### src/rtl/hp_slot_pkg.sv
package hp_slot_pkg;
  typedef enum logic [1:0] {ST_OFF, ST_PWR, ST_CLK, ST_UP} slot_st_e;

  // reference clock: always on during settling, request-gated once out of reset
  function automatic logic f_clk_on(slot_st_e st, logic live, logic clkreq_n);
    return live && ((st == ST_CLK) || ((st == ST_UP) && !clkreq_n));
  endfunction

  // debounce acceptance: level differs and the run has reached its length
  function automatic logic f_deb_done(logic differs, int unsigned cnt, int unsigned len);
    return differs && (cnt == len - 1);
  endfunction
endpackage

### src/rtl/hp_sync_filt.sv
module hp_sync_filt #(
  parameter int unsigned DEB_LEN = 16,
  parameter logic        RST_VAL = 1'b1
) (
  input  logic clk,
  input  logic rst_n,
  input  logic din,
  output logic level,
  output logic chg
);
  import hp_slot_pkg::*;
  logic s1, s2;

  always_ff @(posedge clk or negedge rst_n) begin
    if (!rst_n) begin
      s1 <= RST_VAL;
      s2 <= RST_VAL;
    end else begin
      s1 <= din;
      s2 <= s1;
    end
  end

  generate
    if (DEB_LEN <= 1) begin : g_plain
      assign level = s2;
      assign chg   = 1'b0;
    end else begin : g_deb
      localparam int CW = $clog2(DEB_LEN + 1);
      logic [CW-1:0] cnt;
      logic          acc;
      logic          differs;
      assign differs = (s2 != acc);
      assign chg     = f_deb_done(differs, int'(cnt), DEB_LEN);

      always_ff @(posedge clk or negedge rst_n) begin
        if (!rst_n) begin
          acc <= RST_VAL;
          cnt <= '0;
        end else if (!differs) begin
          cnt <= '0;
        end else if (chg) begin
          acc <= s2;
          cnt <= '0;
        end else begin
          cnt <= cnt + 1'b1;
        end
      end
      assign level = acc;

      a_r2_accept_after_run: assert property (@(posedge clk) disable iff (!rst_n)
        !$stable(acc) |-> $past(cnt) == CW'(DEB_LEN - 1));
    end
  endgenerate
endmodule

### src/rtl/hp_pwr_fsm.sv
module hp_pwr_fsm #(
  parameter int unsigned RST_WAIT = 100
) (
  input  logic clk,
  input  logic rst_n,
  input  logic present,
  input  logic pgood,
  input  logic sw_en,
  input  logic clkreq_n,
  output logic slot_pwr_n,
  output logic card_rst_n,
  output logic refclk_en
);
  import hp_slot_pkg::*;
  localparam int CW = $clog2(RST_WAIT + 1);

  slot_st_e      st, st_nx;
  logic [CW-1:0] cnt;
  logic          keep_pwr, live, wait_done;

  assign keep_pwr  = present && sw_en;
  assign live      = keep_pwr && pgood;
  assign wait_done = (cnt == CW'(RST_WAIT - 1));

  always_comb begin
    st_nx = st;
    unique case (st)
      ST_OFF: if (keep_pwr) st_nx = ST_PWR;
      ST_PWR: if (!keep_pwr) st_nx = ST_OFF;
              else if (pgood) st_nx = ST_CLK;
      ST_CLK: if (!keep_pwr) st_nx = ST_OFF;
              else if (!pgood) st_nx = ST_PWR;
              else if (wait_done) st_nx = ST_UP;
      ST_UP:  if (!keep_pwr) st_nx = ST_OFF;
              else if (!pgood) st_nx = ST_PWR;
      default: st_nx = ST_OFF;
    endcase
  end

  always_ff @(posedge clk or negedge rst_n) begin
    if (!rst_n) begin
      st  <= ST_OFF;
      cnt <= '0;
    end else begin
      st  <= st_nx;
      cnt <= (st == ST_CLK && st_nx == ST_CLK) ? cnt + 1'b1 : '0;
    end
  end

  assign slot_pwr_n = !((st != ST_OFF) && keep_pwr);
  assign card_rst_n = (st == ST_UP) && live;
  assign refclk_en  = f_clk_on(st, live, clkreq_n);

  a_r4_release_needs_power: assert property (@(posedge clk) disable iff (!rst_n)
    card_rst_n |-> !slot_pwr_n && pgood);
  a_r5_clock_before_release: assert property (@(posedge clk) disable iff (!rst_n)
    $rose(card_rst_n) |-> $past(refclk_en));
  a_r3_absent_off: assert property (@(posedge clk) disable iff (!rst_n)
    !present |-> slot_pwr_n && !card_rst_n && !refclk_en);
endmodule

### src/rtl/hp_act_led.sv
module hp_act_led #(
  parameter int unsigned ACT_IDLE = 8
) (
  input  logic clk,
  input  logic rst_n,
  input  logic pulse,
  output logic led
);
  localparam int CW = $clog2(ACT_IDLE + 1);
  logic [CW-1:0] idle;

  always_ff @(posedge clk or negedge rst_n) begin
    if (!rst_n) begin
      led  <= 1'b1;
      idle <= '0;
    end else if (pulse) begin
      led  <= !led;
      idle <= '0;
    end else if (idle == CW'(ACT_IDLE - 1)) begin
      led  <= 1'b1;
    end else begin
      idle <= idle + 1'b1;
    end
  end

  a_r8_led_toggles: assert property (@(posedge clk) disable iff (!rst_n)
    pulse |=> led != $past(led));
endmodule

### src/rtl/hp_slot_seq.sv
module hp_slot_seq #(
  parameter int unsigned DEB_LEN  = 16,
  parameter int unsigned RST_WAIT = 100,
  parameter int unsigned ACT_IDLE = 8
) (
  input  logic clk,
  input  logic rst_n,
  input  logic card_here_n,
  input  logic pwr_good,
  input  logic clkreq_n,
  input  logic act_pulse,
  input  logic sw_pwr_en,
  input  logic pdc_clr,
  output logic slot_pwr_n,
  output logic card_rst_n,
  output logic refclk_en,
  output logic act_led,
  output logic pdc_flag
);
  logic here_n_acc, pres_chg, pgood_s, pg_unused;

  hp_sync_filt #(.DEB_LEN(DEB_LEN), .RST_VAL(1'b1)) u_pres (
    .clk(clk), .rst_n(rst_n), .din(card_here_n), .level(here_n_acc), .chg(pres_chg));

  hp_sync_filt #(.DEB_LEN(1), .RST_VAL(1'b0)) u_pgood (
    .clk(clk), .rst_n(rst_n), .din(pwr_good), .level(pgood_s), .chg(pg_unused));

  hp_pwr_fsm #(.RST_WAIT(RST_WAIT)) u_fsm (
    .clk(clk), .rst_n(rst_n), .present(!here_n_acc), .pgood(pgood_s),
    .sw_en(sw_pwr_en), .clkreq_n(clkreq_n), .slot_pwr_n(slot_pwr_n),
    .card_rst_n(card_rst_n), .refclk_en(refclk_en));

  hp_act_led #(.ACT_IDLE(ACT_IDLE)) u_led (
    .clk(clk), .rst_n(rst_n), .pulse(act_pulse), .led(act_led));

  // sticky presence-change flag, set wins over clear
  always_ff @(posedge clk or negedge rst_n) begin
    if (!rst_n)        pdc_flag <= 1'b0;
    else if (pres_chg) pdc_flag <= 1'b1;
    else if (pdc_clr)  pdc_flag <= 1'b0;
  end

  a_r9_flag_sticky: assert property (@(posedge clk) disable iff (!rst_n)
    pdc_flag && !pdc_clr |=> pdc_flag);
  a_r9_set_wins: assert property (@(posedge clk) disable iff (!rst_n)
    pres_chg |=> pdc_flag);
  a_r10_sw_off: assert property (@(posedge clk) disable iff (!rst_n)
    !sw_pwr_en |-> slot_pwr_n && !card_rst_n);
endmodule

### config.mk
export PLATFORM = sky130hd
export DESIGN_NAME = hp_slot_seq
export DESIGN_NICKNAME = d
export VERILOG_FILES = /design/src/rtl/hp_slot_pkg.sv /design/src/rtl/hp_sync_filt.sv /design/src/rtl/hp_pwr_fsm.sv /design/src/rtl/hp_act_led.sv /design/src/rtl/hp_slot_seq.sv
export SDC_FILE = /design/constraint.sdc
export NUM_CORES = 1
export LEC_CHECK = 0
export ABC_AREA = 1
export BUFFER_PORTS_ARGS = -buffer_cell sky130_fd_sc_hd__buf_2
export CORE_MARGIN = 2
export CORE_UTILIZATION = 55
export DETAILED_ROUTE_END_ITERATION = 10
export PLACE_DENSITY = 0.76
export SLEW_MARGIN = 20
export SYNTH_ARGS = -nofsm -noshare
export SYNTH_HDL_FRONTEND = slang
export SYNTH_HIERARCHICAL = 1
export SYNTH_SLANG_ARGS = --single-unit
### constraint.sdc
create_clock -name clk -period 1.29 [get_ports clk]
set_input_delay 0.129 -clock clk [delete_from_list [all_inputs] [get_ports clk]]
set_output_delay 0.129 -clock clk [all_outputs]
set_load 0.03 [all_outputs]
==> flow_summary.yaml, run 1 <==
finish:
  fin_cells: 190
  final_cell_mix: "nand2_1 (32), inv_1 (22), dfrtp_1 (21), nor2_1 (18)"
  fillCellCount: 145
  final_nets: 175
  multi_input_area_um2: 488.0
  design_area_um2: 1434
  regArea_um2: 630.6
  area_growth_pct: 23.49
  drive_gt1_frac: 0.2822
  final_common_cell: "nand2_1"
  final_core_util: 0.7235
  antennaDiodeCount: 0
timing:
  worst_hold_slack_ns: 0.03789
  rsz0062_at_grt: "yes"
  finalHoldViolCount: 0
  clock.fmax_mhz: 701.0
  slew_violations: 0
  min_period_ns: 1.427
  slew_headroom: 0.6407
  finalWorstSetupSlack_ns: -0.1365
  fin_crit_sh: 1.106
  clock_skew_ns: 0.003736
  tightestPinTransition_ns: 0.5389
  setup_viol: 3
grt:
  grt_overflow: 0
  grt_usage: 0.1987
  grt_start_max_net_pins: 26
  grt_pass1_wl_mm: 3.726
  antenna_found_initial: 0
  grt_pass1_vias: 900
yosys:
  syn-num-nets: 147
  ys_warn_count: 6
  syn_inst: 136
  avgSynthCellArea_um2: 8.538
  synthesis.area_um2: 1161
route:
  first_pass_iters: 4
  postRouteWirelength_mm: 2.089
  vias: 928
  drc_errors: 0
  vias_per_cell: 4.884
  detail_route.wl_per_cell_um: 10.99
  drtAntennaViolNets: 0
  first_iter_violations: 21
clocking:
  cts.clk_slew.worst_paths_ns: 0.12
  cts_root_buffer: "clkbuf_4"
  htreeDepth: 1
  cts.path.max_buffers: 2
  insertion_delay_ns: 0.30
  clock_sinks: 25
  cts_tree: "done"
  cts_made_buffers: 3
power:
  p_per_area_nw_per_um2: 927.1
  total_leakage_power_nw: 0.7100
  ir_drop_mv: 0.8328
status:
  violations: "negative setup slack"
  status: "finished with violations"
worst_setup_path:
  end_kind: "output port"
  r2r_slack_ns: 0.04
  crit_fanout: 3
  cp_slowest_stage_delay_ns: 0.56
  worstPathRequired_ns: 1.16
  path_buf_inv: 2
  cp_cell_sequence: "inv_2, nand2_4, nor2_4, nand2_2, nor2_1, buf_4"
  crit_path_start_kind: "flop"
  slowest_stage: "dfstp_2"
  critPathKind: "flop to output port"
  arrival_ns: 1.30
  critPathTopFamily: "flip-flops"
floorplan:
  core_um2: 1982
  die_w_um: 49.95
  die_area_um2: 2495
  die_h_um: 49.95
  io-pin-count: 13
  start_util: 0.5859
  rows: 16
worst_hold_path:
  hold_path_class: "input pin to flop"
run:
  maxCapViolations: 0
place:
  dp_hpwl_mm: 1.346
  placed_area_um2: 1259
  dp.cells: 175
  routabilityCongestion: 0.6991
  io_buffer_count: 12
through the flow:
step | total power, W | setup TNS, ns | worst slack (ns)
after floorplan | 0.0009302 | 0 | 0.05281
after global placement | 0.0009727 | 0 | 0.1186
after detailed placement | 0.0009776 | 0 | 0.07758
after CTS | 0.001341 | -0.3233 | -0.1333
after global routing | 0.001410 | -0.5647 | -0.2084
final | 0.001329 | -0.3226 | -0.1365
tightest hold or removal path, cell delays in order:
cell and delay (ns):
buf_2 0.08, inv_1 0.03, nand2_1 0.04, nand2_1 0.04
sequential cells by signal (all words and copies together), names as in the netlist:
signal and count:
u_pres/s1 1, u_pgood/level 1, u_pres/g_deb.cnt 5, u_pgood/s1 1
pdc_flag 1, u_fsm/cnt 7, u_pres/level 1, u_led/led 1
u_fsm/st 2, u_led/idle 4, u_pres/s2 1
worst paths after layout:
kind / startpoint / end / depth (start not counted)
max: u_pres/level / card_rst_n / 6
min: pdc_clr / pdc_flag / 4
max reg2reg: u_pres/level / u_fsm/cnt[1] / 7
min reg2reg: u_pres/s1 / u_pres/s2 / 0
max in group asynchronous: rst_n / u_pres/s1 / 2
min in group asynchronous: rst_n / u_fsm/cnt[3] / 2
cell type report:
class                           count  area share
Timing Repair Buffer               23      0.1152
Multi-Input combinational cell     87      0.3403
Sequential cell                    25      0.4398
Tap cell                           27     0.02356
Inverter                           24     0.06283
Clock buffer                        4     0.01832
metal layers:
layer | vias to the layer above | GRT usage | wire [um]
met4 | 0 | 0.08333 | 19
met5 | - | 0 | 0
met3 | 2 | 0.03636 | 64
met2 | 20 | 0.3467 | 1093
li1 | 475 | - | -
met1 | 431 | 0.2390 | 912
where the power goes:
part | switching, W | leakage (nW) | internal (W) | total [W]
sequential | 0.0000321 | 0.323 | 0.000821 | 0.000853
combinational | 0.0000842 | 0.372 | 0.0000663 | 0.000150
clock | 0.000206 | 0.0150 | 0.000120 | 0.000326
what timing repair did:
item | CTS | global route
hold endpoints to repair | 23 | 0
setup buffers | 4 | 4
pin swaps | 4 | 4
gates resized for setup | 12 | 4
hold buffers | 3 | 0
endpoints found under the setup margin | 3 | 10
Power figures use the tool's default switching activity.
==> run 2, diff against run 1 <==
SYNTH_HIERARCHICAL = not set   (was 1)
clock period = 1.39 ns   (was 1.29 ns; I/O delays follow)
==> flow_summary.yaml, run 2 <==
finish:
  final_cell_mix: "nand2_1 (22), dfrtp_1 (21), inv_1 (18), nor2_1 (14), nand3_1 (11)"
  final_core_util: 0.7116
  multi_input_area_um2: 451.7
  top_regs: "u_fsm.cnt: 7 flops, u_pres.g_deb.cnt: 5 flops, u_led.idle: 4 flops"
  fin_cells: 173
  antennaDiodeCount: 0
  top_register: "u_fsm.cnt"
  final_nets: 158
  largest_reg_flops: 7
  drive_gt1_frac: 0.3014
  area_growth_pct: 23.50
  final_common_cell: "nand2_1"
  fillCellCount: 165
  regArea_um2: 630.6
worst_setup_path:
  critPathKind: "flop to output port"
  end_kind: "output port"
  crit_path_start_kind: "flop"
  r2r_slack_ns: 0.08
  crit_cells: 6
  slowest_stage: "dfstp_2"
  crit_fanout: 3
  cp_cell_sequence: "inv_2, nand2_4, nor2_4, nand2_2, nor2_1, buf_4"
  arrival_ns: 1.30
  worstPathRequired_ns: 1.25
  critPathTopFamily: "flip-flops"
  path_buf_inv: 2
  cp_slowest_stage_delay_ns: 0.56
  rr_worst_depth: 6
timing:
  clock.fmax_mhz: 693.1
  setup_tns_ns: -0.1066
  finalHoldViolCount: 0
  rsz0062_at_grt: "yes"
  tightestPinTransition_ns: 0.5275
  min_period_ns: 1.443
  setup_viol: 3
  clock_skew_ns: 0.004444
  finalWorstSetupSlack_ns: -0.05269
  slew_headroom: 0.6483
  slew_violations: 0
  fin_crit_sh: 1.038
grt:
  grt_start_max_net_pins: 26
  antenna_found_initial: 0
  grt_pass1_wl_mm: 3.408
  grt_pass1_vias: 855
  grt_overflow: 0
  grt_usage: 0.1856
yosys:
  seq_area_frac_synth: 0.5695
  synth_top_area_share: 0.4746
  syn_inst: 121
  synth_flop_cell: "dfrtp_1"
  yosysUniqueCellTypes: 18
  ys_seq_elements: 25
  avgSynthCellArea_um2: 9.151
  synth_top_area_cell: "dfrtp_1"
  postSynth.asyncResetShare: 1.000
  synth_common_cells: "nand2_1 (25), dfrtp_1 (21), inv_1 (19)"
  synthesis.area_um2: 1107
  synth_edf_count: 0
  ys_warn_count: 0
  syn-num-nets: 132
  synth_most_common_cell: "nand2_1"
  synthTopCellsByArea: "dfrtp_1 (47%), dfstp_2 (9.5%), nand2_1 (8.5%)"
worst_hold_path:
  hold_path_depth: 2
  hold_path_class: "input pin to flop"
clocking:
  cts_made_buffers: 3
  clock_sinks: 25
  cts_tree: "done"
  insertion_delay_ns: 0.31
  htreeDepth: 1
  cts.path.max_buffers: 2
  cts.clk_slew.worst_paths_ns: 0.12
  cts_root_buffer: "clkbuf_4"
route:
  routed.top_layer: "met4"
  drt-met1-wl_um: 787
  drtAntennaViolNets: 0
  postRouteWirelength_mm: 1.966
  first_pass_iters: 4
  vias: 852
  first_iter_violations: 7
  vias_per_cell: 4.925
  wl_met3_um: 76
  detail_route.wl_per_cell_um: 11.36
  drc_errors: 0
  dr_wl_met2_mm: 1.081
power:
  ir_drop_mv: 0.5854
  pwr-share-seq: 0.644
  finalPower_w: 0.001219
  intPower_w: 0.0009233
  total_leakage_power_nw: 0.6764
  switching_share: 0.2428
  combPwrFrac: 0.099
  power.share.clock: 0.257
  p_per_area_nw_per_um2: 891.7
  switchingPower_w: 0.0002961
place:
  dp_hpwl_mm: 1.312
  dp.cells: 160
  routabilityCongestion: 0.8405
  io_buffer_count: 12
  dp_slack_ns: 0.09816
floorplan:
  die_area_um2: 2388
  rows: 16
  io-pin-count: 13
  core_um2: 1922
  start_util: 0.5762
  die_h_um: 48.87
  die_w_um: 48.87
status:
  status: "finished with violations"
  violations: "negative setup slack"
run:
  maxCapViolations: 0
-- run 2: layout make-up --
type / count / area share
Multi-Input combinational cell: 76 / 0.3303
Clock buffer: 4 / 0.01921
Sequential cell: 25 / 0.4611
Tap cell: 27 / 0.02470
Inverter: 20 / 0.05489
Timing Repair Buffer: 21 / 0.1098
-- run 2: worst paths after layout --
kind / to / from
worst min-delay path: pdc_flag / pdc_clr
worst max-delay path: card_rst_n / u_pres.level
worst max register to register: u_fsm.cnt[6] / u_fsm.cnt[0]
max in group asynchronous: u_pres.s1 / rst_n
min in group asynchronous: u_fsm.cnt[4] / rst_n
worst min register to register: u_pres.s2 / u_pres.s1
-- run 2: cells by family after synthesis --
group / after synthesis / synth area share
and+or+nand+nor: 61 / 0.2576
buffers and inverters: 20 / 0.06779
DFF: 25 / 0.5695
adders and majority gates: 3 / 0.03390
xor gates and xnor gates: 3 / 0.02373
AOI/OAI and AO/OA: 9 / 0.04747
-- run 2: what timing repair did --
item	4_1_cts	5_1_grt
hold buffers	3	0
setup endpoints to repair	3	12
hold endpoints to repair	23	0
buffers inserted	3	3
resized for setup	12	4
pin swaps	2	3
-- run 2: power groups by stage --
stage | clock, W | combinational (W) | sequential, W
finish | 0.000313 | 0.000121 | 0.000786
global placement | 0 | 0.0000950 | 0.000795
CTS | 0.000320 | 0.000117 | 0.000785
detailed placement | 0 | 0.0000980 | 0.000796
global route | 0.000351 | 0.000138 | 0.000790
floorplan | 0 | 0.0000495 | 0.000802
-- run 2: per-stage QoR --
stage	instance area [um^2]	hold slack (ns)
3_5_place_dp	1201	0.1523
6_report	1368	0.01818
3_3_place_gp	1201	0.1488
2_1_floorplan	1107	-0.1566
5_1_grt	1368	0.02281
4_1_cts	1325	0.01218
-- run 2: routing by layer --
layer,up-vias,GRT usage
met5,-,0
met4,0,0.06190
met3,2,0.03067
met2,23,0.3562
met1,402,0.2054
li1,425,-
==> run 3, diff against run 2 <==
CORE_UTILIZATION = 45   (was 55)
PLACE_DENSITY = not set   (was 0.76)
==> flow_summary.yaml, run 3 (synthesis results as in run 2) <==
status:
  status: "finished with violations"
  violations: "negative setup slack"
floorplan:
  core_um2: 2276
  io-pin-count: 13
  die_h_um: 53.61
  die_w_um: 53.61
  rows: 17
  start_util: 0.4865
  die_area_um2: 2874
place:
  routabilityCongestion: 0.7318
  dp_hpwl_mm: 1.267
  io_buffer_count: 12
  placed_area_um2: 1202
worst_setup_path:
  arrival_ns: 1.27
  cp_cell_sequence: "inv_2, nand2_4, nor2_4, nand2_2, a21oi_2, buf_6"
  slowest_stage: "dfstp_2"
  end_kind: "output port"
  r2r-start: "u_pres.level"
  crit_fanout: 3
  crit_path_start_kind: "flop"
  rr_worst_depth: 7
  cp_slowest_stage_delay_ns: 0.56
  r2r_slack_ns: 0.09
  worstPathRequired_ns: 1.25
  r2r-end: "u_fsm.cnt[6]"
  critPathKind: "flop to output port"
power:
  power.share.clock: 0.254
  switching_share: 0.2443
  ir_drop_mv: 0.6730
  intPower_w: 0.0009208
  total_leakage_power_nw: 0.6772
  pwr-share-seq: 0.645
  p_per_area_nw_per_um2: 895.0
  switchingPower_w: 0.0002976
  combPwrFrac: 0.101
clocking:
  clock_sinks: 25
  cts.path.max_buffers: 2
  cts.clk_slew.worst_paths_ns: 0.13
  insertion_delay_ns: 0.31
  cts_root_buffer: "clkbuf_4"
  htreeDepth: 1
  cts_tree: "done"
  cts_made_buffers: 3
route:
  vias_per_cell: 4.626
  drtAntennaViolNets: 0
  detail_route.wl_per_cell_um: 10.44
  first_iter_violations: 15
  postRouteWirelength_mm: 1.816
  first_pass_iters: 3
  drc_errors: 0
  vias: 805
grt:
  grt_pass1_vias: 723
  grt_pass1_wl_mm: 2.987
  antenna_found_initial: 0
  grt_usage: 0.1440
  grt_start_max_net_pins: 26
  grt_overflow: 0
timing:
  fin_crit_sh: 1.015
  min_period_ns: 1.411
  setup_viol: 3
  finalHoldViolCount: 0
  finalWorstSetupSlack_ns: -0.02091
  clock_skew_ns: 0.001679
  rsz0062_at_grt: "yes"
  slew_headroom: 0.6311
  clock.fmax_mhz: 708.8
  slew_violations: 0
  tightestPinTransition_ns: 0.5534
finish:
  final_common_cell: "nand2_1"
  area_growth_pct: 22.94
  largest_reg_flops: 7
  final_core_util: 0.5981
  antennaDiodeCount: 0
  top_register: "u_fsm.cnt"
  fillCellCount: 204
  drive_gt1_frac: 0.3014
  top_regs: "u_fsm.cnt: 7 flops, u_pres.g_deb.cnt: 5 flops, u_led.idle: 4 flops"
  design_area_um2: 1361
  final_nets: 158
  final_cell_mix: "nand2_1 (23), dfrtp_1 (21), inv_1 (18), nor2_1 (14), nand3_1 (11)"
worst_hold_path:
  min_from: "pdc_clr"
  hold_path_depth: 2
  worstHoldEndpoint: "pdc_flag"
  hold_path_class: "input pin to flop"
run:
  maxCapViolations: 0
[run 3: power groups by stage]
stage	registers, W	clock network [W]	logic, W
4_1_cts	0.000783	0.000339	0.000111
2_1_floorplan	0.000802	0	0.0000495
3_3_place_gp	0.000795	0	0.0000961
5_1_grt	0.000789	0.000360	0.000140
3_5_place_dp	0.000796	0	0.0000987
6_report	0.000786	0.000310	0.000123
[run 3: through the flow]
stage	power, W	instances	hold WS [ns]	setup TNS [ns]	worst slack (ns)
3_5_place_dp	0.0008945	161	0.1618	0	0.1339
2_1_floorplan	0.0008513	121	-0.1566	0	0.09501
5_1_grt	0.001289	174	0.01824	-0.2704	-0.09657
4_1_cts	0.001233	172	0.003429	-0.2019	-0.07152
6_report	0.001218	174	0.01271	-0.05466	-0.02091
3_3_place_gp	0.0008912	161	0.1519	0	0.1671
[run 3: worst max path at each step]
stage / startpoint / end / slack [ns] / depth (start not counted)
6_report: u_pres.level / refclk_en / -0.02 / 6
3_5_place_dp: u_fsm.cnt[0] / u_fsm.cnt[3] / 0.13 / 6
4_1_cts: u_pres.level / refclk_en / -0.07 / 6
3_3_place_gp: u_pres.g_deb.cnt[0] / u_pres.g_deb.cnt[1] / 0.17 / 8
5_1_grt: u_pres.level / refclk_en / -0.1 / 6
2_1_floorplan: u_pres.level / refclk_en / 0.1 / 5
[run 3: layout make-up]
cell class,count,area [um^2],share of cell area
tap,28,35.03,0.02574
multi-input combinational,76,439.2,0.3226
timing repair buffer,21,153.9,0.1131
clock inverter,1,5.005,0.003676
sequential,25,630.6,0.4632
inverter,20,75.07,0.05515
clock buffer,3,22.52,0.01654
[run 3: timing repair]
item,4_1_cts,5_1_grt
gates resized for setup,5,11
hold buffers,3,0
endpoints found under the setup margin,3,6
pin swaps,2,1
setup buffers,4,2
hold endpoints to repair,23,0
[run 3: layer usage]
metal,vias up,wire (um),GRT usage
li1,425,-,-
met1,367,899,0.1953
met3,2,52,0.02500
met4,0,16,0.05128
met2,11,848,0.2325
met5,-,0,0
[run 3: critical path: cells and delay by family, from the launching register on]
kind / cells / cell delay [ns]
AO/OA/AOI/OAI: 1 / 0.04
flip-flops: 1 / 0.56
AND/OR/NAND/NOR: 3 / 0.18
buffers and inverters: 2 / 0.19
